--- config.mk ---
export PLATFORM = sky130hd
export DESIGN_NAME = toa_tot_pixel
export DESIGN_NICKNAME = d
export VERILOG_FILES = /design/src/rtl/toa_tot_pkg.sv /design/src/rtl/tdc_fine.sv /design/src/rtl/sat_cnt.sv /design/src/rtl/toa_tot_pixel.sv
export SDC_FILE = /design/constraint.sdc
export NUM_CORES = 1
export LEC_CHECK = 0
export ABC_CLOCK_PERIOD_IN_PS = 2500
export BUFFER_PORTS_ARGS = -buffer_cell sky130_fd_sc_hd__buf_2
export CAP_MARGIN = 20
export CORE_MARGIN = 2
export CORE_UTILIZATION = 50
export CTS_BUF_LIST = sky130_fd_sc_hd__clkbuf_4 sky130_fd_sc_hd__clkbuf_8 sky130_fd_sc_hd__clkbuf_16
export DETAILED_ROUTE_END_ITERATION = 6
export PLACE_DENSITY = 0.7
export SETUP_SLACK_MARGIN = 0.2
export SLEW_MARGIN = 40
export SYNTH_ARGS = -nofsm -noshare
export SYNTH_HDL_FRONTEND = slang
export SYNTH_SLANG_ARGS = --single-unit
--- constraint.sdc ---
create_clock -name clk_i -period 2.5 [get_ports clk_i]
set_clock_uncertainty 0.15 [all_clocks]
set_input_delay 0.5 -clock clk_i [delete_from_list [all_inputs] [get_ports clk_i]]
set_output_delay 0.5 -clock clk_i [all_outputs]
set_load 0.02 [all_outputs]
--- src/rtl/toa_tot_pkg.sv ---
package toa_tot_pkg;
  typedef enum logic [1:0] {ST_IDLE, ST_ARR, ST_DUR, ST_HOLD} pix_st_e;
  typedef enum logic [1:0] {
    PAIR_TOA_TOT = 2'd0,
    PAIR_TOA_CNT = 2'd1,
    PAIR_TOT_CNT = 2'd2,
    PAIR_ALT     = 2'd3
  } pair_e;
endpackage

--- src/rtl/tdc_fine.sv ---
module tdc_fine #(
  parameter int COARSE_W = 10,
  parameter int FINE_W   = 4,
  localparam int TOA_W   = COARSE_W + FINE_W
) (
  input  logic                clk_i,
  input  logic                rst_ni,
  input  logic                start_i,
  input  logic                ref_edge_i,
  input  logic [COARSE_W-1:0] coarse_i,
  output logic                done_o,
  output logic                osc_req_o,
  output logic [TOA_W-1:0]    toa_o
);
  logic              busy_q;
  logic [FINE_W-1:0] cnt_q;
  logic [TOA_W-1:0]  toa_q;

  assign done_o    = (start_i | busy_q) & ref_edge_i;
  assign osc_req_o = busy_q;
  assign toa_o     = toa_q;

  always_ff @(posedge clk_i or negedge rst_ni) begin
    if (!rst_ni) begin
      busy_q <= 1'b0;
      cnt_q  <= '0;
      toa_q  <= '0;
    end else if (done_o) begin
      busy_q <= 1'b0;
      // complement: value grows with position inside the period
      toa_q  <= {coarse_i, ~(busy_q ? cnt_q : {FINE_W{1'b0}})};
    end else if (start_i) begin
      busy_q <= 1'b1;
      cnt_q  <= FINE_W'(1);
    end else if (busy_q) begin
      cnt_q  <= cnt_q + FINE_W'(1);
    end
  end


  osc_start_chk: assert property (@(posedge clk_i) disable iff (!rst_ni)
    $rose(busy_q) |-> $past(start_i) && !$past(ref_edge_i));

  osc_stop_chk: assert property (@(posedge clk_i) disable iff (!rst_ni)
    busy_q && ref_edge_i |=> !busy_q);

  coarse_cap_chk: assert property (@(posedge clk_i) disable iff (!rst_ni)
    done_o |=> toa_q[TOA_W-1 -: COARSE_W] == $past(coarse_i));
endmodule

--- src/rtl/sat_cnt.sv ---
module sat_cnt #(
  parameter int W = 8
) (
  input  logic         clk_i,
  input  logic         rst_ni,
  input  logic         clr_i,
  input  logic         inc_i,
  output logic [W-1:0] q_o
);
  localparam logic [W-1:0] MAX = {W{1'b1}};
  logic [W-1:0] q_q;

  assign q_o = q_q;

  always_ff @(posedge clk_i or negedge rst_ni) begin
    if (!rst_ni)                  q_q <= '0;
    else if (clr_i)               q_q <= inc_i ? W'(1) : '0;
    else if (inc_i && q_q != MAX) q_q <= q_q + W'(1);
  end


  sat_hold_chk: assert property (@(posedge clk_i) disable iff (!rst_ni)
    q_q == MAX && !clr_i |=> q_q == MAX);
endmodule

--- src/rtl/toa_tot_pixel.sv ---
module toa_tot_pixel
  import toa_tot_pkg::*;
#(
  parameter int COARSE_W = 10,
  parameter int FINE_W   = 4,
  parameter int TOT_W    = 10,
  parameter int CNT_W    = 4,
  localparam int TOA_W   = COARSE_W + FINE_W,
  localparam int HI_W    = (TOA_W > TOT_W) ? TOA_W : TOT_W,
  localparam int LO_W    = (TOT_W > CNT_W) ? TOT_W : CNT_W,
  localparam int WORD_W  = 2 + HI_W + LO_W
) (
  input  logic                clk_i,
  input  logic                rst_ni,
  input  logic                ref_edge_i,
  input  logic [COARSE_W-1:0] coarse_i,
  input  logic                hit_i,
  input  logic [1:0]          mode_i,
  input  logic                ack_i,
  output logic                osc_req_o,
  output logic                ready_o,
  output logic [WORD_W-1:0]   data_o
);
  pix_st_e           st_q, st_d;
  logic              hit_q, rise, accept, fin, measuring, arr_done;
  logic [TOA_W-1:0]  toa;
  logic [TOT_W-1:0]  tot;
  logic [CNT_W-1:0]  evt;
  logic [HI_W-1:0]   hi;
  logic [LO_W-1:0]   lo;
  logic [WORD_W-1:0] data_q;

  assign rise      = hit_i & ~hit_q;
  assign accept    = (st_q == ST_IDLE) & rise;
  assign fin       = (st_q == ST_DUR) & ~hit_i;
  assign measuring = accept | (st_q == ST_ARR) | (st_q == ST_DUR);

  tdc_fine #(.COARSE_W(COARSE_W), .FINE_W(FINE_W)) u_fine (
    .clk_i, .rst_ni,
    .start_i   (accept),
    .ref_edge_i,
    .coarse_i,
    .done_o    (arr_done),
    .osc_req_o,
    .toa_o     (toa)
  );

  sat_cnt #(.W(TOT_W)) u_tot (
    .clk_i, .rst_ni,
    .clr_i (accept),
    .inc_i (measuring & ref_edge_i & hit_i),
    .q_o   (tot)
  );

  sat_cnt #(.W(CNT_W)) u_evt (
    .clk_i, .rst_ni,
    .clr_i (fin),
    .inc_i (rise),
    .q_o   (evt)
  );

  always_comb begin
    st_d = st_q;
    unique case (st_q)
      ST_IDLE: if (accept)   st_d = arr_done ? ST_DUR : ST_ARR;
      ST_ARR:  if (arr_done) st_d = ST_DUR;
      ST_DUR:  if (!hit_i)   st_d = ST_HOLD;
      ST_HOLD: if (ack_i)    st_d = ST_IDLE;
      default:               st_d = ST_IDLE;
    endcase
  end

  always_comb begin
    unique case (pair_e'(mode_i))
      PAIR_TOA_CNT: begin hi = HI_W'(toa); lo = LO_W'(evt); end
      PAIR_TOT_CNT: begin hi = HI_W'(tot); lo = LO_W'(evt); end
      default:      begin hi = HI_W'(toa); lo = LO_W'(tot); end
    endcase
  end

  always_ff @(posedge clk_i or negedge rst_ni) begin
    if (!rst_ni) begin
      st_q   <= ST_IDLE;
      hit_q  <= 1'b0;
      data_q <= '0;
    end else begin
      st_q  <= st_d;
      hit_q <= hit_i;
      if (fin) data_q <= {mode_i, hi, lo};
    end
  end

  assign ready_o = (st_q == ST_HOLD);
  assign data_o  = data_q;


  hold_word_chk: assert property (@(posedge clk_i) disable iff (!rst_ni)
    ready_o && !ack_i |=> ready_o && $stable(data_o));

  ack_clear_chk: assert property (@(posedge clk_i) disable iff (!rst_ni)
    ready_o && ack_i |=> !ready_o);

  end_on_low_chk: assert property (@(posedge clk_i) disable iff (!rst_ni)
    $rose(ready_o) |-> !$past(hit_i));

  evt_restart_chk: assert property (@(posedge clk_i) disable iff (!rst_ni)
    $rose(ready_o) |-> evt == '0);

  no_busy_hold_chk: assert property (@(posedge clk_i) disable iff (!rst_ni)
    ready_o |-> !osc_req_o);
endmodule

==> flow_summary.yaml, run 1 <==
global_route:
  grt_overflow: 0
  grt_first_pass_wirelength_mm: 10.49
  grtUsageTotal_pct: 21.25
  grt_max_degree: 44
  antenna_found_initial: 0
  grt_pass1_vias: 2232
finish:
  drive_above_1_share_pct: 24.93
  sequential_cell_area_mm2: 0.001551
  nNetsFinal: 359
  num_antenna_cells: 0
  fillers: 500
  area_delta_synth_final_pct: 16.96
  multiInputGateArea_mm2: 0.001353
detailed_routing:
  drt_iter0_drc: 87
  final_antenna_net_count: 0
  wl_per_cell_um: 14.94
  finalWirelength_mm: 6.155
  viasPerCell: 5.485
  vias: 2260
  dr.pass1.iters: 5
  drc: 0
synth:
  yosys.area_share.simple_pct: 16.34
  netlist_instances: 286
  synth-compound-area-share_pct: 14.98
  synthXorXnorAreaFrac_pct: 0.5776
  synth_top_family_by_area: "simple AND/OR/NAND/NOR gates"
  synthAdderAreaFrac_pct: 3.713
  ys.warnings.count: 0
  synth_edf_count: 0
  synth_nets: 312
  yosysUniqueCellTypes: 52
  ys_seq_area_share_pct: 51.16
  async_reset_ff_share_pct: 100.0
  synthMuxAreaShare_pct: 8.993
  synth.avg_cell_area_um2: 10.60
  syn_area_mm2: 0.003033
  synth_seq_cells: 62
  synth_top_flop_cell: "dfrtp_1"
clock_tree:
  cts.htree.levels: 3
  worstSkewPairLatency_ns: 0.35
  clockBufferDepth: 2
  cts_root_buf: "clkbuf_8"
  cts_tree: "yes"
  cts.reportedPaths.clkPinSlew_ns: 0.07
  cts_setup_buffers: 0
  cts_num_sinks: 62
  cts-buffers-inserted: 9
job:
  drv_cap: 0
critical_path:
  cp_cell_sequence: "inv_1 -> ha_1 -> nand2b_4 -> a2111oi_4 -> and4_1 -> nor3_2"
  startpoint_type: "flop"
  cpLargestDelayFamily: "compound AO/OA/AOI/OAI gates"
  crit_required_ns: 2.57
  critPathBufInv: 1
  crit_path_end_kind: "flop"
  slowest_delay_ns: 0.48
  crit_fanout: 6
  critical_path_class: "reg -> reg"
  slowest_stage: "a2111oi_4"
  crit_arrival_ns: 2.08
sta:
  grt_setup_unrepaired: "false"
  post-route-min-period_ns: 2.013
  tns_ns: 0
  final_max_slew_viol_count: 0
  slew-limit-headroom_pct: 68.45
  max_freq_mhz: 496.8
  hold_viol: 0
  worst_slew_pin_slew_ns: 0.4614
  timing.final.crit_share_pct: 80.51
  setup-violations-final: 0
pwr:
  p_total_mw: 3.929
  power_density_mw_per_mm2: 1108
  p_leak_nw: 1.736
  irDropWorstVdd_mv: 0.5287
min_path:
  hold_class: "in -> reg"
status:
  status: "finished, final reports clean"
die:
  initial_core_util_pct: 51.53
  die_area_mm2: 0.006705
  die_x_um: 81.89
  fp.coreArea_mm2: 0.005886
  die_h_um: 81.89
  rows: 28
  ioPinCount: 45
placed_design:
  place.gp.congestion: 0.8008
  portBuffers: 44
  hpwl_mm: 4.497
## worst paths after layout
path,endpoint,slack [ns],startpoint,cells after the start
setup / recovery,u_tot.q_o[9]$_DFFE_PN0P_,0.49,st_q[0]$_DFFE_PN0P_,6
hold / removal,u_fine.toa_o[10]$_DFFE_PN0P_,0.22,coarse_i[6],2
setup reg to reg,u_tot.q_o[9]$_DFFE_PN0P_,0.49,st_q[0]$_DFFE_PN0P_,6
hold reg to reg,data_o[8]$_DFFE_PN0P_,0.32,data_o[8]$_DFFE_PN0P_,2
max in group asynchronous,u_fine.osc_req_o$_DFFE_PN0P_,1.03,rst_ni,3
min in group asynchronous,data_o[23]$_DFFE_PN0P_,0.50,rst_ni,2
## layout make-up
cell class              instances  share of cell area, %
inverters                      10                  1.058
clock buffers                  11                  4.268
well taps                      75                  2.646
clock inverters                 4                  1.975
flip-flops and latches         62                  43.74
multi-input cells             197                  38.13
repair buffers                 53                  8.183
## Yosys cell counts, drive strengths merged (2+ instances only)
| library cell | instances | area (um2) |
|---|---|---|
| nand2 | 42 | 160.2 |
| nand2b | 8 | 57.55 |
| o21ai | 24 | 120.1 |
| clkbuf | 8 | 30.03 |
| a22o | 2 | 17.52 |
| a41o | 3 | 30.03 |
| and4 | 3 | 28.78 |
| buf | 9 | 61.30 |
| nand4 | 4 | 25.02 |
| nor2b | 3 | 18.77 |
| nor2 | 17 | 66.32 |
| mux2 | 10 | 112.6 |
| xnor2 | 2 | 17.52 |
| a31o | 2 | 17.52 |
| dfrtp | 62 | 1551 |
| a31oi | 9 | 56.30 |
| ha | 9 | 112.6 |
| a2111oi | 2 | 36.29 |
| a21oi | 8 | 51.30 |
| inv | 10 | 37.54 |
| nand3 | 13 | 77.58 |
| o2bb2ai | 2 | 23.77 |
| a211oi | 3 | 22.52 |
| mux2i | 16 | 160.2 |
## flip-flops by register name (all words and copies together), names as in the netlist
register	count
data_o	26
u_fine.toa_o	14
u_tot.q_o	10
u_evt.q_o	4
u_fine.cnt_q	4
st_q	2
hit_q	1
u_fine.osc_req_o	1
## worst reg2reg max path, delay by kind of cell, from the launching register on
kind / cells / cell delay (ns)
compound gates: 1 / 0.48
flops: 1 / 0.40
buf+inv: 1 / 0.12
simple gates: 3 / 0.42
fa+ha+maj: 1 / 0.31
## cells in the final DEF, fill, tap and decap left out, drive strengths merged, types with 10 or more instances in the layout
master   n
inv     10
mux2    10
buf     52
nand3   13
nor2    17
clkbuf  11
o21ai   24
dfrtp   62
mux2i   16
nand2   42
## routing by layer
layer | track usage [%] | share of wire [%] | vias to the layer above
met4 | 8.500 | 1.4 | 0
met2 | 33.74 | 47 | 49
li1 | - | - | 1113
met3 | 7.033 | 5.7 | 7
met1 | 26.76 | 46 | 1091
met5 | 0 | 0 | -
## where the power goes
part / total, mW / internal [mW] / switching, mW
Sequential: 1.62 / 1.36 / 0.265
Clock: 0.994 / 0.607 / 0.388
Combinational: 1.31 / 0.531 / 0.778
Total: 3.93 / 2.50 / 1.43
## what timing repair did
action,CTS,global route
hold endpoints to repair,20,0
gates resized for setup,0,0
hold buffers,1,0
## cell families (layout without fill, tap and decap cells)
kind of cell	count (synthesis)	after routing
muxes	26	26
DFF	62	62
and+or+nand+nor	97	97
buffers and inverters	27	78
AOI/OAI and AO/OA	63	63
adders and majority gates	9	9
xor gates and xnor gates	2	2
## metrics by stage
stage / hold slack (ns) / instance area [um2] / worst slack, ns / utilization, % / instances
after floorplan: 0.05441 / 3033 / 0.5810 / - / 286
after detailed placement: 0.3046 / 3316 / 0.4646 / 56.34 / 396
after CTS: 0.2104 / 3547 / 0.4829 / 60.27 / 412
final: 0.2193 / 3547 / 0.4872 / 60.27 / 412
after global placement: 0.2982 / 3316 / 0.5191 / 56.34 / 396
after global routing: 0.2063 / 3547 / 0.3603 / 60.27 / 412
(Power assumes the default switching activity.)
==> inputs of run 2 (changes only) <==
--- a/config.mk
+++ b/config.mk
@@ -5,14 +5,14 @@
 export SDC_FILE = /design/constraint.sdc
 export NUM_CORES = 1
 export LEC_CHECK = 0
-export ABC_CLOCK_PERIOD_IN_PS = 2500
+export ABC_CLOCK_PERIOD_IN_PS = 1740
 export BUFFER_PORTS_ARGS = -buffer_cell sky130_fd_sc_hd__buf_2
 export CAP_MARGIN = 20
 export CORE_MARGIN = 2
 export CORE_UTILIZATION = 50
 export CTS_BUF_LIST = sky130_fd_sc_hd__clkbuf_4 sky130_fd_sc_hd__clkbuf_8 sky130_fd_sc_hd__clkbuf_16
 export DETAILED_ROUTE_END_ITERATION = 6
-export PLACE_DENSITY = 0.7
+export PLACE_DENSITY = 0.73
 export SETUP_SLACK_MARGIN = 0.2
 export SLEW_MARGIN = 40
 export SYNTH_ARGS = -nofsm -noshare
==> constraint.sdc (replaced) <==
create_clock -name clk_i -period 1.74 [get_ports clk_i]
set_clock_uncertainty 0.15 [all_clocks]
set_input_delay 0.348 -clock clk_i [delete_from_list [all_inputs] [get_ports clk_i]]
set_output_delay 0.348 -clock clk_i [all_outputs]
set_load 0.02 [all_outputs]
==> flow_summary.yaml, run 2 (same netlist as run 1, synthesis figures left out) <==
clock_tree:
  cts_root_buf: "clkbuf_8"
  cts_tree: "yes"
  cts.htree.levels: 3
  worstSkewPairLatency_ns: 0.35
  clockBufferDepth: 2
  cts.reportedPaths.clkPinSlew_ns: 0.07
  cts-buffers-inserted: 9
  cts_num_sinks: 62
global_route:
  grt_first_pass_wirelength_mm: 12.94
  antenna_found_initial: 0
  grt_max_degree: 50
  grt_pass1_vias: 2544
  grtUsageTotal_pct: 26.20
  grt_overflow: 0
sta:
  max_freq_mhz: 557.0
  hold_viol: 0
  slew-limit-headroom_pct: 74.14
  setup-violations-final: 21
  timing.final.crit_share_pct: 103.2
  final_max_slew_viol_count: 0
  tns_ns: -0.3477
  post-route-min-period_ns: 1.795
  worst_slew_pin_slew_ns: 0.3879
  grt_setup_unrepaired: "true"
  fin_ws_ns: -0.05547
detailed_routing:
  finalWirelength_mm: 9.008
  viasPerCell: 5.761
  dr.pass1.iters: 7
  vias: 2650
  drc: 0
  drt_iter0_drc: 232
  wl_per_cell_um: 19.58
  final_antenna_net_count: 0
critical_path:
  crit_required_ns: 1.83
  critical_path_class: "reg -> reg"
  crit_arrival_ns: 1.89
  crit_path_end_kind: "flop"
  startpoint_type: "flop"
  crit_fanout: 6
finish:
  layout_common_cells: "dfrtp_1 (62), buf_2 (42), buf_4 (31), nand2_1 (22), nand2_2 (20)"
  multiInputGateArea_mm2: 0.001604
  num_antenna_cells: 0
  final_area_mm2: 0.004439
  mostFrequentLayoutCell: "dfrtp_1"
  drive_above_1_share_pct: 48.05
  area_delta_synth_final_pct: 46.37
  largest_reg_flops: 26
  nNetsFinal: 406
  fillers: 349
  sequential_cell_area_mm2: 0.001551
die:
  die_area_mm2: 0.006705
  die_x_um: 81.89
  die_h_um: 81.89
  ioPinCount: 45
  rows: 28
  fp.coreArea_mm2: 0.005886
  initial_core_util_pct: 51.53
pwr:
  power.share.clock_pct: 22.1
  switching_share_pct: 37.21
  p_sw_mw: 2.644
  p_seq_share_pct: 33.7
  comb_power_share_pct: 44.2
  power_density_mw_per_mm2: 1600
  irDropWorstVdd_mv: 0.8620
  p_int_mw: 4.461
  p_leak_nw: 2.144
placed_design:
  hpwl_mm: 4.663
  place.gp.congestion: 0.8319
  portBuffers: 44
  postPlaceCellArea_mm2: 0.003542
min_path:
  hold_class: "in -> reg"
status:
  violations: "setup timing"
  status: "complete, but fails checks"
job:
  drv_cap: 0
## run 2: metal layers
layer	share of wire, %	vias up	GRT usage (%)
li1	-	1210	-
met3	5.4	22	5.385
met1	41	1327	32.82
met5	0	-	0
met4	2.7	0	10.17
met2	51	91	44.31
## run 2: per-stage QoR
stage / hold slack (ns) / power [mW] / instances / worst slack (ns) / util (%)
4_1_cts: 0.06567 / 6.765 / 454 / -0.04694 / 72.47
2_1_floorplan: -0.09759 / 3.768 / 286 / -0.001915 / -
6_report: 0.06700 / 7.105 / 460 / -0.05547 / 75.43
3_3_place_gp: 0.1223 / 4.486 / 415 / -0.07586 / 60.18
3_5_place_dp: 0.1387 / 4.584 / 415 / -0.1543 / 60.18
5_1_grt: 0.07428 / 7.447 / 460 / -0.1185 / 75.43
## run 2: worst paths after layout
kind / startpoint / end / slack [ns] / cells past startpoint
min in group asynchronous: rst_ni / data_o[20]$_DFFE_PN0P_ / 0.30 / 2
setup / recovery: st_q[0]$_DFFE_PN0P_ / u_tot.q_o[9]$_DFFE_PN0P_ / -0.06 / 7
max in group asynchronous: rst_ni / u_tot.q_o[5]$_DFFE_PN0P_ / 0.55 / 3
hold / removal: hit_i / hit_q$_DFF_PN0_ / 0.07 / 1
hold reg to reg: data_o[8]$_DFFE_PN0P_ / data_o[8]$_DFFE_PN0P_ / 0.32 / 2
setup reg to reg: st_q[0]$_DFFE_PN0P_ / u_tot.q_o[9]$_DFFE_PN0P_ / -0.06 / 7
## run 2: layout make-up
type / instances / share of cell area, %
repair buffers: 100 / 20.52
inverters: 10 / 0.8455
clock inverters: 6 / 2.480
clock buffers: 10 / 2.959
well taps: 75 / 2.114
multi-input cells: 197 / 36.13
flip-flops and latches: 62 / 34.95
## run 2: power by group through the flow
stage | Sequential (mW) | Clock (mW) | Combinational [mW]
5_1_grt | 2.45 | 1.62 | 3.38
3_3_place_gp | 2.31 | 0 | 2.17
4_1_cts | 2.35 | 1.57 | 2.85
6_report | 2.40 | 1.57 | 3.14
3_5_place_dp | 2.35 | 0 | 2.24
2_1_floorplan | 2.54 | 0 | 1.23
## run 2: critical path, stage by stage (launching register included)
cell and delay, ns:
dfrtp_1 0.41, inv_2 0.12, ha_4 0.19, nand2b_4 0.09, a2111oi_4 0.29, buf_4 0.20
and4_1 0.21, nor3_2 0.04
## run 2: timing repair
action,4_1_cts,5_1_grt
setup buffers,16,4
gates cloned,6,2
pin swaps,24,4
endpoints found under the setup margin,54,61
hold endpoints to repair,13,0
resized for setup,76,23
hold buffers,1,0
